==> config.mk <==
export PLATFORM = sky130hd
export DESIGN_NAME = tdiv_gate
export DESIGN_NICKNAME = d
export VERILOG_FILES = /design/src/rtl/tdiv_pkg.sv /design/src/rtl/tdiv_lut.sv /design/src/rtl/tdiv_ctrl.sv /design/src/rtl/tdiv_count.sv /design/src/rtl/tdiv_gate.sv
export SDC_FILE = /design/constraint.sdc
export NUM_CORES = 1
export LEC_CHECK = 0
export BUFFER_PORTS_ARGS = -buffer_cell sky130_fd_sc_hd__buf_4
export CAP_MARGIN = 20
export CORE_ASPECT_RATIO = 1.75
export CORE_UTILIZATION = 35
export CTS_CLUSTER_DIAMETER = 40
export DETAILED_ROUTE_END_ITERATION = 10
export GPL_TIMING_DRIVEN = 0
export PLACE_DENSITY = 0.66
export SETUP_SLACK_MARGIN = 0.3
export SLEW_MARGIN = 20
export SYNTH_ARGS = -nofsm -noshare
export SYNTH_HDL_FRONTEND = slang
export SYNTH_SLANG_ARGS = --single-unit
==> constraint.sdc <==
create_clock -name clk -period 3.25 [get_ports clk]
set_clock_uncertainty 0.15 [all_clocks]
set_input_delay 0.325 -clock clk [delete_from_list [all_inputs] [get_ports clk]]
set_output_delay 0.325 -clock clk [all_outputs]
set_load 0.01 [all_outputs]
==> src/rtl/tdiv_pkg.sv <==
package tdiv_pkg;
  localparam int CODE_W = 4;
  localparam int DIV_W  = 6;

  typedef struct packed {
    logic             ok;
    logic [DIV_W-1:0] div;
  } tdiv_ent_t;

  // Divisor table; sel picks the variant (0 base, 1 adds code 0, 2 sparse high set)
  function automatic tdiv_ent_t tdiv_lookup(input int sel, input logic [CODE_W-1:0] code);
    tdiv_ent_t e;
    e = '0;
    case (code)
      4'd0:  if (sel == 1) e = '{ok: 1'b1, div: DIV_W'(2)};
      4'd1:  if (sel != 2) e = '{ok: 1'b1, div: DIV_W'(3)};
      4'd2:  if (sel != 2) e = '{ok: 1'b1, div: DIV_W'(4)};
      4'd3:  if (sel != 2) e = '{ok: 1'b1, div: DIV_W'(6)};
      4'd4:  e = '{ok: 1'b1, div: DIV_W'(8)};
      4'd5:  e = '{ok: 1'b1, div: DIV_W'(12)};
      4'd6:  e = '{ok: 1'b1, div: DIV_W'(16)};
      4'd7:  e = '{ok: 1'b1, div: DIV_W'(18)};
      4'd8:  e = '{ok: 1'b1, div: DIV_W'(24)};
      4'd10: e = '{ok: 1'b1, div: DIV_W'(36)};
      4'd11: e = '{ok: 1'b1, div: DIV_W'(48)};
      4'd12: if (sel == 2) e = '{ok: 1'b1, div: DIV_W'(10)};
      default: e = '0;
    endcase
    return e;
  endfunction

  function automatic logic [CODE_W-1:0] tdiv_first_code(input int sel);
    if (sel == 1) return CODE_W'(0);
    if (sel == 2) return CODE_W'(4);
    return CODE_W'(1);
  endfunction
endpackage

==> src/rtl/tdiv_lut.sv <==
module tdiv_lut
  import tdiv_pkg::*;
#(
  parameter int TABLE_SEL = 0
) (
  input  logic [CODE_W-1:0] code,
  output logic [DIV_W-1:0]  div
);
  tdiv_ent_t ent;

  always_comb begin
    ent = tdiv_lookup(TABLE_SEL, code);
    div = ent.div;
  end
endmodule

==> src/rtl/tdiv_ctrl.sv <==
module tdiv_ctrl
  import tdiv_pkg::*;
#(
  parameter int TABLE_SEL = 0
) (
  input  logic              clk,
  input  logic              rst,
  input  logic              wr_en,
  input  logic [CODE_W-1:0] wr_code,
  input  logic              wr_stop,
  output logic              wr_ok,
  output logic [CODE_W-1:0] code_d,
  output logic [CODE_W-1:0] code_q,
  output logic              stop_q
);
  tdiv_ent_t wr_ent;

  always_comb begin
    wr_ent = tdiv_lookup(TABLE_SEL, wr_code);
    wr_ok  = wr_ent.ok;
    code_d = (wr_en && wr_ok) ? wr_code : code_q;
  end

  always_ff @(posedge clk) begin
    if (rst) begin
      code_q <= tdiv_first_code(TABLE_SEL);
      stop_q <= 1'b1;
    end else begin
      code_q <= code_d;
      if (wr_en) stop_q <= wr_stop;
    end
  end
endmodule

==> src/rtl/tdiv_count.sv <==
module tdiv_count
  import tdiv_pkg::*;
(
  input  logic             clk,
  input  logic             rst,
  input  logic             stop,
  input  logic [DIV_W-1:0] next_div,
  output logic             pulse_o,
  output logic [DIV_W-1:0] cnt_o,
  output logic [DIV_W-1:0] act_o
);
  logic [DIV_W-1:0] cnt_q;
  logic [DIV_W-1:0] act_q;
  logic             wrap;

  assign wrap  = (cnt_q == act_q - DIV_W'(1));
  assign cnt_o = cnt_q;
  assign act_o = act_q;

  always_ff @(posedge clk) begin
    if (rst) begin
      cnt_q   <= '0;
      act_q   <= '1;
      pulse_o <= 1'b0;
    end else if (stop) begin
      cnt_q   <= '0;
      act_q   <= next_div;
      pulse_o <= 1'b0;
    end else if (wrap) begin
      cnt_q   <= '0;
      act_q   <= next_div;
      pulse_o <= 1'b1;
    end else begin
      cnt_q   <= cnt_q + DIV_W'(1);
      pulse_o <= 1'b0;
    end
  end
endmodule

==> src/rtl/tdiv_gate.sv <==
module tdiv_gate
  import tdiv_pkg::*;
#(
  parameter int TABLE_SEL = 0,
  parameter int STOP_BIT  = 8
) (
  input  logic              clk,
  input  logic              rst,
  input  logic              wr_en,
  input  logic [STOP_BIT:0] wr_data,
  output logic              clk_en_o,
  output logic [STOP_BIT:0] ctrl_rd
);
  localparam int RSV_W = STOP_BIT - CODE_W;

  logic              wr_ok;
  logic [CODE_W-1:0] code_d;
  logic [CODE_W-1:0] code_q;
  logic              stop_q;
  logic [DIV_W-1:0]  next_div;
  logic [DIV_W-1:0]  cnt_q;
  logic [DIV_W-1:0]  act_div_q;

  tdiv_ctrl #(.TABLE_SEL(TABLE_SEL)) u_ctrl (
    .clk     (clk),
    .rst     (rst),
    .wr_en   (wr_en),
    .wr_code (wr_data[CODE_W-1:0]),
    .wr_stop (wr_data[STOP_BIT]),
    .wr_ok   (wr_ok),
    .code_d  (code_d),
    .code_q  (code_q),
    .stop_q  (stop_q)
  );

  tdiv_lut #(.TABLE_SEL(TABLE_SEL)) u_lut (
    .code (code_d),
    .div  (next_div)
  );

  tdiv_count u_count (
    .clk      (clk),
    .rst      (rst),
    .stop     (stop_q),
    .next_div (next_div),
    .pulse_o  (clk_en_o),
    .cnt_o    (cnt_q),
    .act_o    (act_div_q)
  );

  assign ctrl_rd = {stop_q, {RSV_W{1'b0}}, code_q};
endmodule

Yosys cells after proc, flatten, opt, wreduce, memory -nomap -nowiden:

Cells that the tools add are included.

* output and inout bits: 10
* logic and storage cells: 38
* flip-flop bits (word level): 18
* input bits: 12

* reductions and logical operators: 4
* add/subtract/negate cells: 2
* multiplexer cells: 6
* equal/unequal tests: 21

Operator list (number)
* 7-bit case mux with 10 select lines: 1
* 6-bit case mux with 10 select lines: 1
* 4-bit by 3-bit == test with 1-bit output, second input constant: 8
* 4-bit == test, second input constant: 6
* 4-bit by 2-bit == test with 1-bit output, second input constant: 4
* 6-bit two-way mux: 2
* 4-bit by 1-bit == test with 1-bit output, second input constant: 2
* 6-bit by 1-bit adder with 6-bit output, second input constant: 1
* 6-bit == test: 1
* 6-bit by 1-bit subtractor with 6-bit output, second input constant: 1
* 4-bit two-way mux: 1
* 3-bit OR reduction: 1
* 2-bit nonzero test: 1
* 2-bit OR reduction: 1
* 1-bit logical AND: 1
* 1-bit two-way mux: 1

Depth between registers and ports, before layout:

* word-level depth: 8
* depth in mapped cells: 10
* depth with buffers taken out: 9

By module:

From an unflattened synthesis, not the netlist that was laid out.

* cells, all modules: 142
* area total of the unflattened synthesis: 1169.9 sq um

By module, submodules not included
* tdiv_count: area each 678.2 sq um, cells each 75, times used 1
* tdiv_ctrl: area each 350.3 sq um, cells each 46, times used 1
* tdiv_lut: area each 100.1 sq um, cells each 15, times used 1
* tdiv_gate: area each 41.3 sq um, cells each 6, times used 1

Worst setup path after synthesis:

Ideal clock, no wire load.

* path kind: reg-to-reg
* start: register u_count.act_q[0] (netlist: u_count.act_o[0])
* end: register u_count.act_q[0] (netlist: u_count.act_o[0])
* required time: 2980 ps
* setup time: 120 ps
* stages on the path, launching flop included: 10
* data arrival time: 1969 ps
* buffers on the path: 1
* clock period less this slack: 2239 ps
* path slack: 1011 ps
* cells stage by stage: dfxtp_1 > inv_1 > ha_1 > xor2_1 > nand2_1 > a2111oi_2 > o311ai_1 > nor2b_4 > buf_6 > a211o_1

* word-level cells in the longest chain between the ends: 3

Ends and longest elaborated chain
* from (decl): line tdiv_count.sv:13 `logic [DIV_W-1:0] act_q;`
* from (signal assigned): line tdiv_count.sv:27 `act_q <= next_div;`
* from (signal assigned): line tdiv_count.sv:31 `act_q <= next_div;`
* 6-bit by 1-bit subtractor with 6-bit output: line tdiv_count.sv:16 `assign wrap = (cnt_q == act_q - DIV_W'(1));`
* 6-bit == test: line tdiv_count.sv:16
* 2-bit nonzero test (no source line)

No other way between the ends.
A chain may end at the register's enable or synchronous reset.

Worst setup path in the final report:

* start: register u_count.act_q[0] (netlist: u_count.act_o[0])
* end: register u_count.act_q[1] (netlist: u_count.act_o[1])

The elaborated chain is that of the path after synthesis.

==> results.toml <==
[critical_path]
crit_path_top_delay_cell = "dfxtp_1"
critPathLaunchType = "flop"
cp.required_ns = 3.25
cp-end-kind = "flop"
worstPathArrival_ns = 2.49
crit_path_max_incr_delay_ns = 0.42
reg2reg_to = "u_count.act_o[1]$_SDFFE_PP1P_"
path_class = "flop to flop"
rr_worst_depth = 9
r2r-start = "u_count.act_o[0]$_SDFFE_PP1P_"
cp_cell_sequence = "inv_1, ha_1, xor2_1, nand2_1, a2111oi_2, o311ai_1, nor2b_4, buf_6, a211o_1"
crit_fanout = 10
reg2reg_slack_ns = 0.76

[cells_and_area]
regArea_um2 = 360
drive_gt1_share_pct = 17.7
n_antenna_cell = 0
final_area_mm2 = 0.00120
area_growth_pct = 17.9
multi_input_area_um2 = 593
fillers = 269
stdcell_count = 168
num-nets-final = 156

[power]
switching_share_pct = 26.8
internal_power_w = 0.000388
power_density_mw_per_mm2 = 440
finalPower_w = 0.000529
total_leakage_power_nw = 0.531
p_sw_w = 0.000142
p_clk_share_pct = 35.2
irDropWorstVdd_uv = 248
combPwrFrac_pct = 18.2
seq_power_share_pct = 46.6

[min_path]
whs_path_depth = 2
min_path_type = "primary input to flop"
hold_start = "rst"
whs_endpoint = "u_ctrl.code_q[3]$_SDFF_PP0_"

[synthesis]
synthTopCellsByArea = "dfxtp_1 35%, nor2_1 5.1%, a211o_1 5.1%"
synth_flop_cell = "dfxtp_1"
synth_top_area_share_pct = 35.3
synth_top_cell_by_area = "dfxtp_1"
syn_area_mm2 = 0.00102
avgSynthCellArea_um2 = 8.30
ys_ff_latch = 18
synth_most_common_cell = "dfxtp_1"
synth.distinct_cells = 35
ys_async_sr_fraction_pct = 0
ys_warn_count = 0
synth_edf_count = 0
synth_cells = 123
synthTopCellsByCount = "18 x dfxtp_1, 14 x nor2_1, 8 x nand2_1"
yosysSeqAreaShare_pct = 35.3

[routing]
drtIter0Drc = 23
first_pass_iters = 4
num_vias = 861
ant_nets = 0
routedWlPerCell_um = 12.2
drc = 0
viasPerCell = 5.13
wirelength_um = 2050

[global_routing]
antenna_found_initial = 0
grt_start_max_net_pins = 11
grt_overflow_total = 0
grt_pass1_wl_um = 3380
grt_pass1_vias = 798
track_usage_pct = 14.2

[timing]
fmaxAchievable_ghz = 0.402
tns_ns = 0
drv_slew = 0
min_period_ns = 2.49
hold_viol_final = 0
grt_setup_unrepaired = "false"
relSlewSlack_pct = 55.8
worst_pin_slew_ns = 0.663
final.period_utilization_pct = 76.5
setup_viol = 0

[run_status]
status = "complete, no violations"

[floorplan]
core-area_mm2 = 0.00272
ios = 22
initial_core_util_pct = 37.5
dieArea_mm2 = 0.00315
row_count = 25
fp.dieW_um = 42.8
die_h_um = 73.4

[cts]
clk_latency_ns = 0.26
postCtsHoldBufs = 0
htreeDepth = 1
cts_setup_buffers = 0
clockBufferDepth = 2
numCtsBuffers = 3
cts_root_buffer = "clkbuf_8"
cts_resized = 0
cts_tree = "done"
clock-sinks = 18
clkTransAtPathRegs_ns = 0.07

[placed_design]
place_congestion = 0.735
placed_cells = 164
hpwlAfterDp_um = 1660
portBuffers = 11
place_area_mm2 = 0.00115

[run]
drv_cap = 0
-- power by group through the flow --
| stage | combinational, W | clock, W | sequential [W] |
|---|---|---|---|
| 2_1_floorplan | 0.0000703 | 0 | 0.000250 |
| 3_3_place_gp | 0.0000935 | 0 | 0.000252 |
| 3_5_place_dp | 0.0000960 | 0 | 0.000252 |
| 4_1_cts | 0.0000965 | 0.000187 | 0.000247 |
| 5_1_grt | 0.000108 | 0.000193 | 0.000249 |
| 6_report | 0.0000963 | 0.000186 | 0.000247 |
-- worst max-delay path by stage --
stage / from / endpoint / slack, ns / depth (start not counted)
6_report: u_count.act_o[0]$_SDFFE_PP1P_ / u_count.act_o[1]$_SDFFE_PP1P_ / 0.76 / 9
5_1_grt: u_count.act_o[0]$_SDFFE_PP1P_ / u_count.act_o[2]$_SDFFE_PP1P_ / 0.55 / 10
4_1_cts: u_count.act_o[0]$_SDFFE_PP1P_ / u_count.act_o[5]$_SDFFE_PP1P_ / 0.72 / 9
3_5_place_dp: u_count.act_o[0]$_SDFFE_PP1P_ / u_count.act_o[2]$_SDFFE_PP1P_ / 0.72 / 10
3_3_place_gp: u_count.act_o[0]$_SDFFE_PP1P_ / u_count.act_o[2]$_SDFFE_PP1P_ / 0.80 / 10
2_1_floorplan: u_count.act_o[0]$_SDFFE_PP1P_ / u_count.act_o[0]$_SDFFE_PP1P_ / 1.01 / 9
-- cells by family (layout without fill, tap and decap cells) --
logic type | count (synthesis) | count (layout) | synth area share (%)
xor+xnor | 12 | 12 | 10.3
simple gates | 50 | 50 | 25.4
flops | 18 | 18 | 35.3
compound gates | 26 | 26 | 18.5
fa+ha+maj | 2 | 2 | 2.45
other cells | 1 | 4 | 0.367
buf+inv | 14 | 29 | 7.72
-- final cells by class --
class,instances,share of cell area [%]
multi-input cells,94,49.3
flip-flops and latches,18,29.9
repair buffers,11,6.86
plain buffers,9,4.99
clock buffers,4,4.57
well taps,27,2.81
inverters,5,1.56
-- critical path, delay by kind of cell, from the launching register on --
kind	cells	cell delay [ns]
simple gates	2	0.28
buf+inv	2	0.21
fa+ha+maj	1	0.30
compound gates	3	0.88
flops	1	0.42
xor+xnor	1	0.14
-- cell usage in the layout, fill, tap and decap left out, drive strengths merged --
cell and instances:
and2 1, dfxtp 18, a21oi 6, or3 1, nand3 6, a211oi 2, o31ai 2, a211o 6
nor2 14, o311ai 1, o21ai 3, xnor2 6, a32oi 1, o21bai 2, clkbuf 7, nor2b 7
nand2 8, a31oi 1, xor2 6, or2 2, nor4b 1, ha 2, nor3 3, and3 2
nand3b 1, o21a 1, a2111oi 1, conb 4, nand2b 3, inv 5, buf 17, nor3b 1
-- metrics by stage --
step                hold slack (ns)  setup WS (ns)  utilization (%)
CTS                           0.100          0.716             44.2
global placement              0.314          0.799             42.2
global route                  0.108          0.551             44.2
finish                       0.0947          0.763             44.2
detailed placement            0.322          0.722             42.2
floorplan                     0.247           1.01                -
-- state kept, by name, indices dropped and copies added, names as in the netlist --
signal,cells
u_ctrl.stop_q,1
u_ctrl.code_q,4
u_count.pulse_o,1
u_count.act_o,6
u_count.cnt_o,6
-- metal layers --
layer / GRT usage, % / vias up / wire length [µm]
met3: 2.21 / 5 / 57
met5: 0 / - / 0
li1: - / 450 / -
met2: 27.8 / 15 / 1210
met1: 13.9 / 391 / 752
met4: 6.25 / 0 / 36
No activity file was read; power rests on OpenSTA's default activity.
